**config.mk**
```make
export PLATFORM = sky130hd
export DESIGN_NAME = boundary_scan_reg
export DESIGN_NICKNAME = d
export VERILOG_FILES = /design/src/rtl/bsr_pkg.sv /design/src/rtl/bsr_chain.sv /design/src/rtl/bsr_bypass.sv /design/src/rtl/bsr_cell_map.sv /design/src/rtl/boundary_scan_reg.sv
export SDC_FILE = /design/constraint.sdc
export NUM_CORES = 1
export LEC_CHECK = 0
export ABC_AREA = 1
export BUFFER_PORTS_ARGS = -buffer_cell sky130_fd_sc_hd__buf_2
export CAP_MARGIN = 20
export CORE_ASPECT_RATIO = 0.9
export CORE_MARGIN = 5
export CORE_UTILIZATION = 56
export DETAILED_ROUTE_END_ITERATION = 10
export GPL_TIMING_DRIVEN = 0
export PLACE_DENSITY = 0.8
export SYNTH_ARGS = -nofsm -noshare
export SYNTH_HDL_FRONTEND = slang
export SYNTH_HIERARCHICAL = 1
export SYNTH_SLANG_ARGS = --single-unit
```
**constraint.sdc**
```tcl
create_clock -name tck -period 1 [get_ports tck]
set_input_delay 0.1 -clock tck [delete_from_list [all_inputs] [get_ports tck]]
set_output_delay 0.1 -clock tck [all_outputs]
set_load 0.005 [all_outputs]
```
**src/rtl/bsr_pkg.sv**
```systemverilog
package bsr_pkg;

    parameter int INSTR_W = 3;

    localparam logic [INSTR_W-1:0] OP_SAMPLE = 3'd1;
    localparam logic [INSTR_W-1:0] OP_EXTEST = 3'd2;
    localparam logic [INSTR_W-1:0] OP_INTEST = 3'd3;

    typedef enum logic [1:0] {
        M_BYPASS = 2'd0,
        M_SAMPLE = 2'd1,
        M_EXTEST = 2'd2,
        M_INTEST = 2'd3
    } bsr_mode_e;

    // Every code outside the three chain instructions selects the bypass path.
    function automatic bsr_mode_e decode_instr(input logic [INSTR_W-1:0] code);
        bsr_mode_e m;
        unique case (code)
            OP_SAMPLE: m = M_SAMPLE;
            OP_EXTEST: m = M_EXTEST;
            OP_INTEST: m = M_INTEST;
            default:   m = M_BYPASS;
        endcase
        return m;
    endfunction

endpackage

```
**src/rtl/bsr_chain.sv**
```systemverilog
module bsr_chain #(
    parameter int N = 20
) (
    input  logic         tck,
    input  logic         trst_n,
    input  logic         sel,
    input  logic         capture_dr,
    input  logic         shift_dr,
    input  logic         update_dr,
    input  logic         tdi,
    input  logic [N-1:0] cap_i,
    output logic         ser_o,
    output logic [N-1:0] upd_o
);

    logic [N-1:0] sh_q;
    logic [N-1:0] upd_q;

    // Shift stage: parallel capture or serial move toward cell 0.
    always_ff @(posedge tck or negedge trst_n) begin
        if (!trst_n) begin
            sh_q <= '0;
        end else if (sel && capture_dr) begin
            sh_q <= cap_i;
        end else if (sel && shift_dr) begin
            sh_q <= {tdi, sh_q[N-1:1]};
        end
    end

    // Update stage: the whole pattern moves in one falling edge.
    always_ff @(negedge tck or negedge trst_n) begin
        if (!trst_n) begin
            upd_q <= '0;
        end else if (sel && update_dr) begin
            upd_q <= sh_q;
        end
    end

    assign ser_o = sh_q[0];
    assign upd_o = upd_q;

    AST_CAPTURE_LOADS: assert property (@(posedge tck) disable iff (!trst_n)
        (sel && capture_dr) |=> (sh_q == $past(cap_i)));

    AST_SHIFT_ENTRY: assert property (@(posedge tck) disable iff (!trst_n)
        (sel && shift_dr && !capture_dr) |=>
            (sh_q[N-1] == $past(tdi)) && (sh_q[N-2:0] == $past(sh_q[N-1:1])));

    AST_HOLD_WITHOUT_UPDATE: assert property (@(negedge tck) disable iff (!trst_n)
        !(sel && update_dr) |=> $stable(upd_q));

endmodule

```
**src/rtl/bsr_bypass.sv**
```systemverilog
module bsr_bypass (
    input  logic tck,
    input  logic trst_n,
    input  logic sel,
    input  logic capture_dr,
    input  logic shift_dr,
    input  logic tdi,
    output logic ser_o
);

    logic byp_q;

    always_ff @(posedge tck or negedge trst_n) begin
        if (!trst_n) begin
            byp_q <= 1'b0;
        end else if (sel && capture_dr) begin
            byp_q <= 1'b0;
        end else if (sel && shift_dr) begin
            byp_q <= tdi;
        end
    end

    assign ser_o = byp_q;

    AST_BYP_CAPTURE_ZERO: assert property (@(posedge tck) disable iff (!trst_n)
        (sel && capture_dr) |=> (byp_q == 1'b0));

    AST_BYP_ONE_STAGE: assert property (@(posedge tck) disable iff (!trst_n)
        (sel && shift_dr && !capture_dr) |=> (byp_q == $past(tdi)));

endmodule

```
**src/rtl/bsr_cell_map.sv**
```systemverilog
module bsr_cell_map
    import bsr_pkg::*;
#(
    parameter int N_IN   = 8,
    parameter int N_OUT2 = 4,
    parameter int N_TRI  = 4,
    localparam int N_OUT  = N_OUT2 + N_TRI,
    localparam int N_CELL = N_IN + N_OUT2 + 2 * N_TRI
) (
    input  bsr_mode_e         mode,
    input  logic [N_CELL-1:0] upd_i,
    input  logic [N_OUT-1:0]  core_out_data,
    input  logic [N_TRI-1:0]  core_out_en,
    input  logic [N_IN-1:0]   pin_in,
    output logic [N_CELL-1:0] cap_o,
    output logic [N_OUT-1:0]  pin_out,
    output logic [N_TRI-1:0]  pin_oe,
    output logic [N_IN-1:0]   core_in
);

    logic pins_from_chain;
    logic core_from_chain;
    logic cap_driven;

    always_comb begin
        pins_from_chain = 1'b0;
        core_from_chain = 1'b0;
        cap_driven      = 1'b0;
        unique case (mode)
            M_BYPASS: ;
            M_SAMPLE: ;
            M_EXTEST: begin
                pins_from_chain = 1'b1;
                cap_driven      = 1'b1;
            end
            M_INTEST: begin
                pins_from_chain = 1'b1;
                core_from_chain = 1'b1;
            end
        endcase
    end

    // Input cells: capture the pad level, optionally feed the core.
    for (genvar i = 0; i < N_IN; i++) begin : g_in
        assign cap_o[i]   = pin_in[i];
        assign core_in[i] = core_from_chain ? upd_i[i] : pin_in[i];
    end

    // Two-state output cells.
    for (genvar j = 0; j < N_OUT2; j++) begin : g_out2
        localparam int C = N_IN + j;
        assign cap_o[C]   = cap_driven ? upd_i[C] : core_out_data[j];
        assign pin_out[j] = pins_from_chain ? upd_i[C] : core_out_data[j];
    end

    // Tri-state outputs: data cell followed by its enable cell.
    for (genvar t = 0; t < N_TRI; t++) begin : g_tri
        localparam int CD = N_IN + N_OUT2 + 2 * t;
        localparam int CE = CD + 1;
        assign cap_o[CD]          = cap_driven ? upd_i[CD] : core_out_data[N_OUT2+t];
        assign cap_o[CE]          = cap_driven ? upd_i[CE] : core_out_en[t];
        assign pin_out[N_OUT2+t]  = pins_from_chain ? upd_i[CD] : core_out_data[N_OUT2+t];
        assign pin_oe[t]          = pins_from_chain ? upd_i[CE] : core_out_en[t];
    end

endmodule

```
**src/rtl/boundary_scan_reg.sv**
```systemverilog
module boundary_scan_reg
    import bsr_pkg::*;
#(
    parameter int N_IN   = 8,
    parameter int N_OUT2 = 4,
    parameter int N_TRI  = 4,
    localparam int N_OUT  = N_OUT2 + N_TRI,
    localparam int N_CELL = N_IN + N_OUT2 + 2 * N_TRI
) (
    input  logic               tck,
    input  logic               trst_n,
    input  logic               capture_dr,
    input  logic               shift_dr,
    input  logic               update_dr,
    input  logic               tdi,
    input  logic [INSTR_W-1:0] instr,
    output logic               tdo,
    input  logic [N_OUT-1:0]   core_out_data,
    input  logic [N_TRI-1:0]   core_out_en,
    input  logic [N_IN-1:0]    pin_in,
    output logic [N_OUT-1:0]   pin_out,
    output logic [N_TRI-1:0]   pin_oe,
    output logic [N_IN-1:0]    core_in
);

    bsr_mode_e         mode;
    logic              chain_sel;
    logic              chain_ser;
    logic              byp_ser;
    logic [N_CELL-1:0] cap_vec;
    logic [N_CELL-1:0] upd_vec;
    logic              tdo_q;

    always_comb begin
        mode      = decode_instr(instr);
        chain_sel = (mode != M_BYPASS);
    end

    bsr_chain #(.N(N_CELL)) u_chain (
        .tck        (tck),
        .trst_n     (trst_n),
        .sel        (chain_sel),
        .capture_dr (capture_dr),
        .shift_dr   (shift_dr),
        .update_dr  (update_dr),
        .tdi        (tdi),
        .cap_i      (cap_vec),
        .ser_o      (chain_ser),
        .upd_o      (upd_vec)
    );

    bsr_bypass u_bypass (
        .tck        (tck),
        .trst_n     (trst_n),
        .sel        (!chain_sel),
        .capture_dr (capture_dr),
        .shift_dr   (shift_dr),
        .tdi        (tdi),
        .ser_o      (byp_ser)
    );

    bsr_cell_map #(.N_IN(N_IN), .N_OUT2(N_OUT2), .N_TRI(N_TRI)) u_map (
        .mode          (mode),
        .upd_i         (upd_vec),
        .core_out_data (core_out_data),
        .core_out_en   (core_out_en),
        .pin_in        (pin_in),
        .cap_o         (cap_vec),
        .pin_out       (pin_out),
        .pin_oe        (pin_oe),
        .core_in       (core_in)
    );

    // Serial output retimed to the falling edge.
    always_ff @(negedge tck or negedge trst_n) begin
        if (!trst_n) begin
            tdo_q <= 1'b0;
        end else begin
            tdo_q <= chain_sel ? chain_ser : byp_ser;
        end
    end

    assign tdo = tdo_q;

    AST_PINS_QUIET_IN_BYPASS: assert property (@(posedge tck) disable iff (!trst_n)
        (mode == M_BYPASS) |-> (pin_out == core_out_data && pin_oe == core_out_en));

endmodule

```
## Word level (Yosys, flattened, before mapping)

Cells that the tools add are included.

- Memories kept: 0
- Register bits: 42
- Memory bits (read-only): 0
- Output and inout bits: 21
- Latch bits: 0
- RAM bits: 0
- Input bits: 29

- Reductions and logical operators: 10
- Equal/unequal tests: 5
- Divide/modulo/power cells: 0
- Multiplexer cells: 41
- Bitwise logic cells: 0
- Add/subtract/negate cells: 0
- Multipliers: 0
- Shift-type cells: 0
- $lt $le $gt $ge: 0

Operator list:

| kind | number |
|---|---|
| two-way mux 20 bit | 2 |
| two-way mux 1 bit | 38 |
| equality test 3 x 2 -> 1 bit (second input constant) | 2 |
| one-hot mux 2 bit (3 select lines) | 1 |
| nonzero test 2 bit | 3 |
| logical AND 1 bit | 5 |
| equality test 2 bit (second input constant) | 2 |
| equality test 3 x 1 -> 1 bit (second input constant) | 1 |
| OR reduction 2 bit | 1 |
| logical NOT 1 bit | 1 |

## Depth between registers and ports, before layout

- Depth after elaboration: 7
- Depth in mapped cells: 13

## Modules after synthesis

The synthesis kept the hierarchy.

By module, submodules not included:

| module | times used | cells an instance | area an instance (sq um) |
|---|---|---|---|
| bsr_chain | 1 | 241 | 1900.6 |
| bsr_cell_map | 1 | 115 | 644.4 |
| boundary_scan_reg | 1 | 11 | 78.8 |
| bsr_bypass | 1 | 7 | 51.3 |

==> impl_metrics.json <==
{
  "synth-edff-count": 0,
  "yosys_warnings": 6,
  "routed-via-count": 2977,
  "start_util": 0.588,
  "cts_root_buffer": "clkbuf_8",
  "wl_per_cell_um": 16.4,
  "h-tree-depth": 2,
  "synth_area_leaders": "nand2_1 (22%), dfrtn_1 (20%), dfrtp_1 (20%)",
  "synthFlopType": "dfrtp_1",
  "cp.arrival_ps": 1530,
  "drc": 0,
  "num_rows": 23,
  "path_clk_slew_ps": 80,
  "avgViaCountPerCell": 5.59,
  "antenna_left": 0,
  "grt_usage": 0.257,
  "antenna_found_initial": 0,
  "dr.pass1.iters": 5,
  "critPathSlowestCell": "dfrtn_1",
  "grtUsageMet1": 0.318,
  "placed_cells": 485,
  "crit_path_end_kind": "output port",
  "met2_usage": 0.459,
  "cp_slowest_stage_delay_ps": 450,
  "critPathLaunchType": "flop",
  "worstSetupPathType": "flop to output port",
  "power_density_mw_per_mm2": 1530,
  "numCtsBuffers": 5,
  "syn2layout_area_growth_pct": 45.4,
  "cts_sinks": 42,
  "diodes": 0,
  "synth_top_cell_by_area": "nand2_1",
  "ys_async_sr_fraction": 1.00,
  "synth_cells": 374,
  "die_h_um": 75.6,
  "worst_slew_pin_slew_ps": 619,
  "netlist_top_cells_count": "nand2_1 (154), nand3_1 (84), nand2_2 (24), dfrtn_1 (21), dfrtp_1 (21)",
  "skew_ps": 6.88,
  "gr-total-overflow": 0,
  "postSynthAreaPerCell_um2": 7.15,
  "grtUsageMet3": 0.0422,
  "hold_path_class": "input port to async pin",
  "place.gp.congestion": 0.849,
  "grt_max_degree": 43,
  "dp_hpwl_mm": 4.73,
  "maxSlewViolCount": 0,
  "fp.dieW_um": 82.9,
  "p_leak_nw": 2.13,
  "grt_pass1_wl_mm": 12.9,
  "busiest_layer": "met2",
  "ys_types": 17,
  "grt_pass1_vias": 2740,
  "drt_iter0_markers": 284,
  "critical_path_required_ps": 900,
  "total_power_w": 0.00597,
  "status": "finished, violations left",
  "maxCapViolations": 0,
  "finalSetupViolCount": 55,
  "path_cells": "nand2_1 > o21ai_1 > buf_2",
  "finalHoldViolations": 21,
  "cts_buffer_depth": 2,
  "core_mm2": 0.00455,
  "clkLatencyLatePin_ps": 300,
  "drive_above_1_share": 0.469,
  "io_pins": 50,
  "dieArea_mm2": 0.00626,
  "failed_checks": "hold timing, setup timing",
  "wirelength_mm": 8.75,
  "yosysMostFrequentCell": "nand2_1",
  "whs_ps": -218,
  "yosysSeqAreaShare": 0.393,
  "yosysTopAreaCellShare": 0.216,
  "fin_cells": 533,
  "syn-num-nets": 403,
  "io_buffers": 49,
  "finalWorstSetupSlack_ps": -635,
  "netlist_area_mm2": 0.00268,
  "path_max_fanout": 2,
  "ys_seq_elements": 42,
  "relSlewSlack": 0.587,
  "cts_tree": "done",
  "grt_setup_unrepaired": "true",
  "ir_drop_mv": 1.22,
  "layout.nets": 499
}
## per-stage QoR
step	hold slack, ps	util	worst slack, ps	setup TNS [ps]	area (um^2)
3_3_place_gp	297	0.670	-610	-29170	3040
6_report	-218	0.855	-635	-22150	3890
5_1_grt	-173	0.855	-686	-24310	3890
4_1_cts	-186	0.775	-568	-20980	3520
2_1_floorplan	-196	-	-298	-11930	2720
3_5_place_dp	304	0.670	-619	-30370	3040
## cell usage in the layout (no fill, tap or decap), drive strengths merged
master,n
buf,120
clkbuf,10
clkinv,1
dfrtn,21
dfrtp,21
inv,19
nand2,182
nand3,84
nand4,1
o21ai,12
## power breakdown
part           total (W)  internal, W  switching, W
Sequential       0.00245      0.00213      0.000320
Combinational    0.00238      0.00120       0.00117
Clock            0.00114     0.000558      0.000583
Total            0.00597      0.00389       0.00208
## state kept, by name, indices dropped and copies added, names as in the netlist
name	cells
tdo	1
u_chain/sh_q	20
u_chain/upd_o	20
u_bypass/ser_o	1
## worst max-delay path: cells and delay by family (launching register included)
kind                   cells  cell delay [ps]
AOI/OAI and AO/OA          1               80
buffers and inverters      1              130
DFF                        1              450
and+or+nand+nor            1               80
## per-layer routing
layer  vias to the layer above  share of wire
li1                       1369              -
met1                      1387           0.38
met2                       189           0.51
met3                        32          0.084
met4                         0          0.027
met5                         -              0
## worst paths after layout
path	cells past startpoint	to	slack, ps	start
setup reg to reg	7	u_chain/sh_q[19]$_DFFE_PN0P_	-610	u_chain/upd_o[19]$_DFFE_NN0P_
hold reg to reg	2	u_chain/upd_o[6]$_DFFE_NN0P_	420	u_chain/upd_o[6]$_DFFE_NN0P_
setup / recovery	3	pin_oe[0]	-630	u_chain/upd_o[13]$_DFFE_NN0P_
max in group asynchronous	1	u_chain/upd_o[17]$_DFFE_NN0P_	420	trst_n
min in group tck	3	u_bypass/ser_o$_DFFE_PN0P_	80	tdi
hold / removal	1	u_chain/sh_q[1]$_DFFE_PN0P_	-220	trst_n
## cell families after synthesis
family / synth area share
simple gates: 0.452
compound gates: 0.0225
flops: 0.393
buf+inv: 0.133
## layout make-up
| class | instances | area, um^2 |
|---|---|---|
| plain buffers | 34 | 324 |
| clock buffers | 7 | 86.3 |
| clock inverters | 1 | 5.00 |
| fillers | 256 | 658 |
| inverters | 19 | 95.1 |
| multi-input cells | 279 | 1590 |
| flip-flops and latches | 42 | 1050 |
| well taps | 62 | 77.6 |
| repair buffers | 89 | 661 |
## repair_timing
| item | CTS | global route |
|---|---|---|
| endpoints found under the setup margin | 75 | 59 |
| endpoints found under the hold margin | 21 | 21 |
| setup buffers | 20 | 17 |
| gates cloned | 3 | 0 |
| gates resized for setup | 46 | 64 |
| pin swaps | 18 | 35 |
Power figures use the tool's default switching activity.
